===== config.mk =====
export PLATFORM = sky130hd
export DESIGN_NAME = pstg_protect_ctrl
export DESIGN_NICKNAME = d
export VERILOG_FILES = /design/src/rtl/pstg_pkg.sv /design/src/rtl/pstg_sync_bank.sv /design/src/rtl/pstg_fault_core.sv /design/src/rtl/pstg_drive_stage.sv /design/src/rtl/pstg_protect_ctrl.sv
export SDC_FILE = /design/constraint.sdc
export NUM_CORES = 1
export LEC_CHECK = 0
export BUFFER_PORTS_ARGS = -buffer_cell sky130_fd_sc_hd__buf_2
export CORE_MARGIN = 8
export CORE_UTILIZATION = 30
export CTS_CLUSTER_SIZE = 40
export DETAILED_ROUTE_END_ITERATION = 7
export PLACE_DENSITY = 0.56
export SYNTH_ARGS = -nofsm -noshare
export SYNTH_HDL_FRONTEND = slang
export SYNTH_SLANG_ARGS = --single-unit

===== constraint.sdc =====
create_clock -name clk -period 2.45 [get_ports clk]
set_input_delay 0.245 -clock clk [delete_from_list [all_inputs] [get_ports clk]]
set_output_delay 0.245 -clock clk [all_outputs]
set_load 0.005 [all_outputs]

===== src/rtl/pstg_pkg.sv =====
package pstg_pkg;

  typedef enum logic [1:0] {
    MODE_BTL_DUAL   = 2'b00,
    MODE_BTL_SINGLE = 2'b01,
    MODE_SE_QUAD    = 2'b10,
    MODE_RESERVED   = 2'b11
  } stage_mode_e;

  function automatic logic mode_is_bridge(stage_mode_e m);
    return (m == MODE_BTL_DUAL) || (m == MODE_BTL_SINGLE);
  endfunction

endpackage


===== src/rtl/pstg_sync_bank.sv =====
module pstg_sync_bank #(
  parameter int W      = 8,
  parameter int STAGES = 2
) (
  input  logic         clk,
  input  logic         rst_n,
  input  logic [W-1:0] d_i,
  output logic [W-1:0] q_o
);
  logic [STAGES-1:0][W-1:0] stg_q;

  always_ff @(posedge clk or negedge rst_n) begin
    if (!rst_n) begin
      stg_q <= '0;
    end else begin
      stg_q[0] <= d_i;
      for (int i = 1; i < STAGES; i++) stg_q[i] <= stg_q[i-1];
    end
  end

  assign q_o = stg_q[STAGES-1];
endmodule


===== src/rtl/pstg_fault_core.sv =====
module pstg_fault_core
  import pstg_pkg::*;
#(
  parameter int NUM_UV = 3
) (
  input  logic              clk,
  input  logic              rst_n,
  input  logic              hold_i,
  input  stage_mode_e       mode_i,
  input  logic              ot_err_i,
  input  logic              oc_i,
  input  logic [NUM_UV-1:0] uv_i,
  input  logic              warn_set_i,
  input  logic              warn_clr_i,
  output logic              shutdown_o,
  output logic              warn_o
);
  logic ote_lat_q, oc_lat_q, warn_q;
  logic uv_any, sticky_any, rsvd;

  assign uv_any     = |uv_i;
  assign rsvd       = (mode_i == MODE_RESERVED);
  assign sticky_any = ote_lat_q | ot_err_i | oc_lat_q | oc_i;
  assign shutdown_o = !hold_i && (sticky_any || uv_any || rsvd);

  always_ff @(posedge clk or negedge rst_n) begin
    if (!rst_n) begin
      ote_lat_q <= 1'b0;
      oc_lat_q  <= 1'b0;
    end else if (hold_i) begin
      ote_lat_q <= 1'b0;
      oc_lat_q  <= 1'b0;
    end else begin
      ote_lat_q <= ote_lat_q | ot_err_i;
      oc_lat_q  <= oc_lat_q | oc_i;
    end
  end

  always_ff @(posedge clk or negedge rst_n) begin
    if (!rst_n)          warn_q <= 1'b0;
    else if (warn_set_i) warn_q <= 1'b1;
    else if (warn_clr_i) warn_q <= 1'b0;
  end

  assign warn_o = warn_q;

  a_r4_ote_sticky: assert property (@(posedge clk) disable iff (!rst_n)
    (!hold_i && (ote_lat_q || ot_err_i)) |=> (shutdown_o || hold_i));
  a_r5_oc_sticky: assert property (@(posedge clk) disable iff (!rst_n)
    (!hold_i && (oc_lat_q || oc_i)) |=> (shutdown_o || hold_i));
  a_r6_uv_trips: assert property (@(posedge clk) disable iff (!rst_n)
    (!hold_i && uv_any) |-> shutdown_o);
  a_r7_hold_clears: assert property (@(posedge clk) disable iff (!rst_n)
    hold_i |=> (!ote_lat_q && !oc_lat_q));
  a_r10_warn_set: assert property (@(posedge clk) disable iff (!rst_n)
    warn_set_i |=> warn_o);
  a_r10_warn_keep: assert property (@(posedge clk) disable iff (!rst_n)
    (warn_o && !warn_clr_i) |=> warn_o);
endmodule


===== src/rtl/pstg_drive_stage.sv =====
module pstg_drive_stage #(
  parameter int NUM_HB = 4
) (
  input  logic              clk,
  input  logic              rst_n,
  input  logic              hold_i,
  input  logic              shutdown_i,
  input  logic              bridge_i,
  output logic              fault_rel_o,
  output logic              run_o,
  output logic [NUM_HB-1:0] hiz_o,
  output logic              pd_en_o
);
  logic fault_rel_q, run_q, pd_q;
  logic [NUM_HB-1:0] hiz_q;
  logic run_d;

  assign run_d = !hold_i && !shutdown_i;

  always_ff @(posedge clk or negedge rst_n) begin
    if (!rst_n) begin
      fault_rel_q <= 1'b1;
      run_q       <= 1'b0;
      pd_q        <= 1'b0;
    end else begin
      fault_rel_q <= hold_i || !shutdown_i;
      run_q       <= run_d;
      pd_q        <= !run_d && bridge_i;
    end
  end

  for (genvar g = 0; g < NUM_HB; g++) begin : g_hb
    always_ff @(posedge clk or negedge rst_n) begin
      if (!rst_n) hiz_q[g] <= 1'b1;
      else        hiz_q[g] <= !run_d;
    end
  end

  assign fault_rel_o = fault_rel_q;
  assign run_o       = run_q;
  assign hiz_o       = hiz_q;
  assign pd_en_o     = pd_q;

  a_r3_shutdown_float: assert property (@(posedge clk) disable iff (!rst_n)
    (shutdown_i && !hold_i) |=> (!fault_rel_o && hiz_o == '1 && !run_o));
  a_r7_hold_release: assert property (@(posedge clk) disable iff (!rst_n)
    hold_i |=> (fault_rel_o && hiz_o == '1 && !run_o));
  a_r8_no_pd_single_ended: assert property (@(posedge clk) disable iff (!rst_n)
    !bridge_i |=> !pd_en_o);
  a_r12_run_drives: assert property (@(posedge clk) disable iff (!rst_n)
    run_o |-> (hiz_o == '0 && !pd_en_o && fault_rel_o));
endmodule


===== src/rtl/pstg_protect_ctrl.sv =====
module pstg_protect_ctrl
  import pstg_pkg::*;
#(
  parameter int NUM_HB      = 4,
  parameter int NUM_UV      = 3,
  parameter int SYNC_STAGES = 2
) (
  input  logic              clk,
  input  logic              rst_n,
  input  logic              dev_rst_n_i,
  input  logic [1:0]        mode_i,
  input  logic              ot_warn_i,
  input  logic              ot_warn_clr_i,
  input  logic              ot_err_i,
  input  logic              oc_i,
  input  logic [NUM_UV-1:0] uv_i,
  output logic              fault_rel_o,
  output logic              warn_o,
  output logic [NUM_HB-1:0] hiz_o,
  output logic              pd_en_o,
  output logic              run_o
);
  localparam int FLAG_W = NUM_UV + 7;

  logic [FLAG_W-1:0] raw_flags, s_flags;
  logic              s_dev_rst_n, s_warn, s_warn_clr, s_ote, s_oc;
  logic [1:0]        s_mode;
  logic [NUM_UV-1:0] s_uv;
  stage_mode_e       mode_e;
  logic              hold, shutdown;

  assign raw_flags = {dev_rst_n_i, mode_i, ot_warn_i, ot_warn_clr_i, ot_err_i, oc_i, uv_i};

  pstg_sync_bank #(.W(FLAG_W), .STAGES(SYNC_STAGES)) u_sync (
    .clk   (clk),
    .rst_n (rst_n),
    .d_i   (raw_flags),
    .q_o   (s_flags)
  );

  assign {s_dev_rst_n, s_mode, s_warn, s_warn_clr, s_ote, s_oc, s_uv} = s_flags;
  assign mode_e = stage_mode_e'(s_mode);
  assign hold   = !s_dev_rst_n;

  pstg_fault_core #(.NUM_UV(NUM_UV)) u_core (
    .clk        (clk),
    .rst_n      (rst_n),
    .hold_i     (hold),
    .mode_i     (mode_e),
    .ot_err_i   (s_ote),
    .oc_i       (s_oc),
    .uv_i       (s_uv),
    .warn_set_i (s_warn),
    .warn_clr_i (s_warn_clr),
    .shutdown_o (shutdown),
    .warn_o     (warn_o)
  );

  pstg_drive_stage #(.NUM_HB(NUM_HB)) u_drive (
    .clk         (clk),
    .rst_n       (rst_n),
    .hold_i      (hold),
    .shutdown_i  (shutdown),
    .bridge_i    (mode_is_bridge(mode_e)),
    .fault_rel_o (fault_rel_o),
    .run_o       (run_o),
    .hiz_o       (hiz_o),
    .pd_en_o     (pd_en_o)
  );

  a_r9_reserved_shutdown: assert property (@(posedge clk) disable iff (!rst_n)
    (mode_e == MODE_RESERVED && !hold) |=> (!fault_rel_o && !run_o && !pd_en_o));
endmodule


==> impl_metrics.env, run 1 <==
export IMPL_clock_latency_ns=0.32
export IMPL_drive_above_1_share_pct=36.0
export IMPL_yosys_warnings=0
export IMPL_hold_class="reg -> reg"
export IMPL_antenna_left=0
export IMPL_endpoint_kind="output pin"
export IMPL_fin_area_um2=1030
export IMPL_cp_max_fo=4
export IMPL_arrival_ns=1.00
export IMPL_drc=0
export IMPL_dp_slack_ns=1.37
export IMPL_path_depth=1
export IMPL_netlist_instances=44
export IMPL_dpl_hpwl_um=787
export IMPL_clockRootBuffer="clkbuf_4"
export IMPL_cp_required_ns=2.20
export IMPL_p_leak_nw=0.481
export IMPL_path_buf_inv=1
export IMPL_worstPathCellList="buf_2"
export IMPL_antennaDiodeCount=0
export IMPL_min_period_over_period_pct=50.7
export IMPL_core_area_um2=2480
export IMPL_slew_limit_headroom_pct=63.4
export IMPL_crit_family="flip-flops"
export IMPL_grt_pass1_vias=441
export IMPL_critical_path_max_stage_delay_ns=0.57
export IMPL_maxCapViolCount=0
export IMPL_start_util_pct=31.6
export IMPL_finalHoldViolCount=0
export IMPL_cp_slowest_cell="dfstp_2"
export IMPL_syn2layout_area_growth_pct=32.0
export IMPL_max_freq_mhz=805
export IMPL_cts_buffer_depth=2
export IMPL_placed_area_um2=892
export IMPL_fin_crit_ns=1.24
export IMPL_yosys_register_bits=27
export IMPL_fin_cells=105
export IMPL_cts_sinks=27
export IMPL_start_kind="register"
export IMPL_fin_ws_ns=1.21
export IMPL_grt_antenna_before_repair=0
export IMPL_drt_iter0_drc=2
export IMPL_rr_worst_depth=2
export IMPL_grt_pass1_wl_um=1790
export IMPL_drv_slew=0
export IMPL_syn_num_nets=56
export IMPL_routed_wl_um=1070
export IMPL_gp_congestion=0.748
export IMPL_grt_usage_pct=5.50
export IMPL_rsz0062_at_grt="false"
export IMPL_postCtsSetupRepairBufs=0
export IMPL_vias_per_cell=4.05
export IMPL_cts_clk_slew_worst_paths_ns=0.14
export IMPL_port_buffer_count=19
export IMPL_hold_buffers=1
export IMPL_cts_tree="built"
export IMPL_regArea_um2=678
export IMPL_gr_total_overflow=0
export IMPL_finalSetupTns_ns=0
export IMPL_die_h_um=67.1
export IMPL_critical_path_class="reg -> out"
export IMPL_worst_slew_pin_slew_ns=0.549
export IMPL_syn_area_um2=782
export IMPL_grt_max_degree=28
export IMPL_powerDensity_nw_per_um2=680
export IMPL_seq_area_frac_synth_pct=86.7
export IMPL_rows=18
export IMPL_die_w_um=67.1
export IMPL_finalNetCount=88
export IMPL_vias=425
export IMPL_fillers=240
export IMPL_htree_num_levels=1
export IMPL_post_cts_resize_count=0
export IMPL_die_area_um2=4500
export IMPL_ir_drop_mv=0.309
export IMPL_setup_violations=0
export IMPL_cts_inserted_buffers=3
export IMPL_post_drt_wl_per_cell_um=10.2
export IMPL_syn_avg_cell_area_um2=17.8
export IMPL_dp_cells=90
export IMPL_multi_input_area_um2=73.8
export IMPL_synth_cell_types=13
export IMPL_outcome="completed"
export IMPL_dr_pass1_iters=2
export IMPL_skew_ns=0.00312
export IMPL_hold_depth=0
export IMPL_ios=20
[routing by layer]
layer  vias to the layer above  global-route usage, %  routed length (µm)
li1                        201                      -                   -
met4                         0                   7.05                  46
met5                         -                      0                   0
met2                        19                   7.77                 481
met1                       201                   5.63                 415
met3                         4                   1.85                 130
[logic make-up after synthesis]
family / Yosys count / synth area share (%)
DFF: 27 / 86.7
buffers and inverters: 5 / 3.84
and+or+nand+nor: 9 / 6.56
AOI/OAI and AO/OA: 3 / 2.88
[cell usage in the layout (no fill, tap or decap), types with 2 or more instances in the layout]
master	Yosys	layout
dfrtp_1	25	25
dfstp_2	2	2
buf_2	0	19
inv_1	2	2
nor2_1	4	4
clkbuf_4	0	3
dlygate4sd3_1	0	11
[through the flow]
step	total power (W)	utilization (%)	hold slack [ns]
floorplan	0.000492	-	-0.0506
global placement	0.000512	36.0	0.261
detailed placement	0.000514	36.0	0.265
CTS	0.000704	37.6	0.00398
global route	0.000743	41.7	0.373
finish	0.000702	41.7	0.363
[flip-flops by register name, summed over array words and instances, names as in the netlist]
| name | cells |
|---|---|
| u_drive.fault_rel_o | 1 |
| u_core.oc_lat_q | 1 |
| u_core.ote_lat_q | 1 |
| u_drive.hiz_o | 1 |
| u_sync.stg_q | 10 |
| u_drive.pd_en_o | 1 |
| u_core.warn_o | 1 |
| u_drive.run_o | 1 |
| u_sync.q_o | 10 |
[cell type report]
| class | instances | area share (%) |
|---|---|---|
| Clock buffer | 3 | 2.18 |
| Clock inverter | 1 | 0.727 |
| Inverter | 2 | 0.727 |
| Multi-Input combinational cell | 12 | 7.15 |
| Sequential cell | 27 | 65.7 |
| Tap cell | 30 | 3.64 |
| Timing Repair Buffer | 30 | 19.9 |
[synth_stat cells (all sizes together)]
cell	n	area, µm²
a31o	1	8.76
inv	2	7.51
buf	3	22.5
dfrtp	25	626
nor3	1	5.00
nor4	1	12.5
nand2	1	3.75
dfstp	2	52.6
and4	1	8.76
a21o	1	7.51
a31oi	1	6.26
nand4	1	6.26
nor2	4	15.0
[report_power, final]
part           internal [W]  switching, W
sequential         0.000468    0.00000759
clock             0.0000624      0.000122
combinational     0.0000236     0.0000178
[worst reg2reg max path: stages (launching register included)]
cell and delay (ns):
dfrtp_1 0.42, nor4_2 0.40, and4_1 0.24
[final timing paths]
kind	start	to	slack (ns)
max	u_drive.hiz_o[2]	hiz_o[0]	1.21
min	u_sync.stg_q[8]	u_sync.q_o[8]	0.36
max reg2reg	u_core.oc_lat_q	u_drive.run_o	1.35
min reg2reg	u_sync.stg_q[8]	u_sync.q_o[8]	0.36
max in group asynchronous	rst_n	u_drive.fault_rel_o	1.66
min in group asynchronous	rst_n	u_drive.run_o	0.42
Note: power is estimated with default switching activity, not from simulation.
==> run 2, diff against run 1 <==
==> constraint.sdc (replaced) <==
create_clock -name clk -period 1.2 [get_ports clk]
set_input_delay 0.12 -clock clk [delete_from_list [all_inputs] [get_ports clk]]
set_output_delay 0.12 -clock clk [all_outputs]
set_load 0.005 [all_outputs]
==> impl_metrics.env, run 2 (synthesis gave the netlist of run 1 again) <==
export IMPL_utilization_pct=42.0
export IMPL_cts_buffer_depth=2
export IMPL_max_freq_mhz=895
export IMPL_critical_path_class="reg -> out"
export IMPL_clockRootBuffer="clkbuf_4"
export IMPL_rr_worst_depth=2
export IMPL_cp_slowest_cell="dfstp_2"
export IMPL_routed_wl_um=1100
export IMPL_drv_slew=0
export IMPL_final_cell_mix="dfrtp_1, buf_2, dlygate4sd3_1"
export IMPL_fillers=239
export IMPL_skew_ns=0.00321
export IMPL_layout_commonest_cell="dfrtp_1"
export IMPL_ir_drop_mv=0.630
export IMPL_cp_required_ns=1.08
export IMPL_crit_family="flip-flops"
export IMPL_gr_total_overflow=0
export IMPL_cts_clk_slew_worst_paths_ns=0.14
export IMPL_drc=0
export IMPL_dpl_hpwl_um=787
export IMPL_slew_limit_headroom_pct=63.5
export IMPL_timing_rr_end="u_drive.run_o"
export IMPL_finalHoldViolCount=0
export IMPL_die_w_um=67.1
export IMPL_min_period_over_period_pct=93.1
export IMPL_vias_per_cell=4.03
export IMPL_start_kind="register"
export IMPL_ios=20
export IMPL_cts_sinks=27
export IMPL_finalNetCount=88
export IMPL_holdWs_ns=0.297
export IMPL_drt_iter0_drc=3
export IMPL_outcome="completed"
export IMPL_cp_max_fo=4
export IMPL_grt_pass1_vias=474
export IMPL_fin_area_um2=1040
export IMPL_dr_pass1_iters=2
export IMPL_port_buffer_count=19
export IMPL_start_util_pct=31.6
export IMPL_worstPathCellList="buf_2"
export IMPL_rows=18
export IMPL_grt_antenna_before_repair=0
export IMPL_reg2reg_setup_slack_ns=0.13
export IMPL_antennaDiodeCount=0
export IMPL_htree_num_levels=1
export IMPL_maxCapViolCount=0
export IMPL_arrival_ns=1.00
export IMPL_rr_startpoint="u_core.oc_lat_q"
export IMPL_syn2layout_area_growth_pct=33.1
export IMPL_core_area_um2=2480
export IMPL_setup_violations=0
export IMPL_grt_pass1_wl_um=1920
export IMPL_fin_crit_ns=1.12
export IMPL_cts_tree="built"
export IMPL_endpoint_kind="output pin"
export IMPL_drive_above_1_share_pct=36.0
export IMPL_rsz0062_at_grt="false"
export IMPL_grt_max_degree=28
export IMPL_vias=423
export IMPL_gp_congestion=0.753
export IMPL_hold_class="in -> async"
export IMPL_worst_slew_pin_slew_ns=0.547
export IMPL_die_area_um2=4500
export IMPL_antenna_left=0
export IMPL_powerDensity_nw_per_um2=1380
export IMPL_cts_inserted_buffers=3
export IMPL_critical_path_max_stage_delay_ns=0.57
export IMPL_placed_area_um2=892
export IMPL_clock_latency_ns=0.32
export IMPL_die_h_um=67.1
export IMPL_finalSetupTns_ns=0
export IMPL_path_buf_inv=1
export IMPL_p_leak_nw=0.482
export IMPL_grt_usage_pct=5.81
export IMPL_post_drt_wl_per_cell_um=10.5
==> run 2: layout make-up <==
type                            count  area (µm²)  area share, %
Clock buffer                        3        22.5           2.16
Clock inverter                      1        7.51          0.721
Inverter                            2        7.51          0.721
Multi-Input combinational cell     12        82.6           7.93
Sequential cell                    27         678           65.1
Tap cell                           30        37.5           3.61
Timing Repair Buffer               30         205           19.7
==> run 2: worst max-delay path by stage <==
| stage | slack, ns | endpoint | cells after the start | start |
|---|---|---|---|---|
| final | 0.08 | hiz_o[0] | 1 | u_drive.hiz_o[2] |
| after floorplan | 0.20 | u_drive.run_o | 2 | u_core.oc_lat_q |
| after global placement | 0.17 | u_drive.run_o | 2 | u_core.oc_lat_q |
| after CTS | 0.06 | hiz_o[0] | 1 | u_drive.hiz_o[2] |
| after global routing | 0.01 | hiz_o[3] | 1 | u_drive.hiz_o[2] |
| after detailed placement | 0.12 | u_drive.run_o | 2 | u_core.oc_lat_q |
==> run 2: per-layer routing <==
layer	global-route usage [%]	routed length, µm	vias up
met2	8.60	505	19
met4	7.05	46	0
met1	5.83	418	198
met5	0	0	-
li1	-	-	202
met3	1.85	130	4
==> run 2: timing repair <==
item | 4_1_cts | 5_1_grt
setup endpoints to repair | 0 | 1
hold endpoints to repair | 35 | 0
setup buffers | 0 | 0
gates resized for setup | 0 | 1
hold buffers | 11 | 0
==> run 2: power by group <==
group	internal [W]	total, W	switching, W
Clock	0.000127	0.000377	0.000250
Combinational	0.0000494	0.0000858	0.0000364
Sequential	0.000956	0.000974	0.0000184
Total	0.00113	0.00144	0.000305
==> run 2: metrics by stage <==
| step | total power, W | std cells | setup slack [ns] |
|---|---|---|---|
| detailed placement | 0.00105 | 90 | 0.125 |
| global route | 0.00152 | 105 | 0.00968 |
| global placement | 0.00105 | 90 | 0.172 |
| CTS | 0.00146 | 105 | 0.0589 |
| finish | 0.00144 | 105 | 0.0822 |
| floorplan | 0.00100 | 44 | 0.197 |
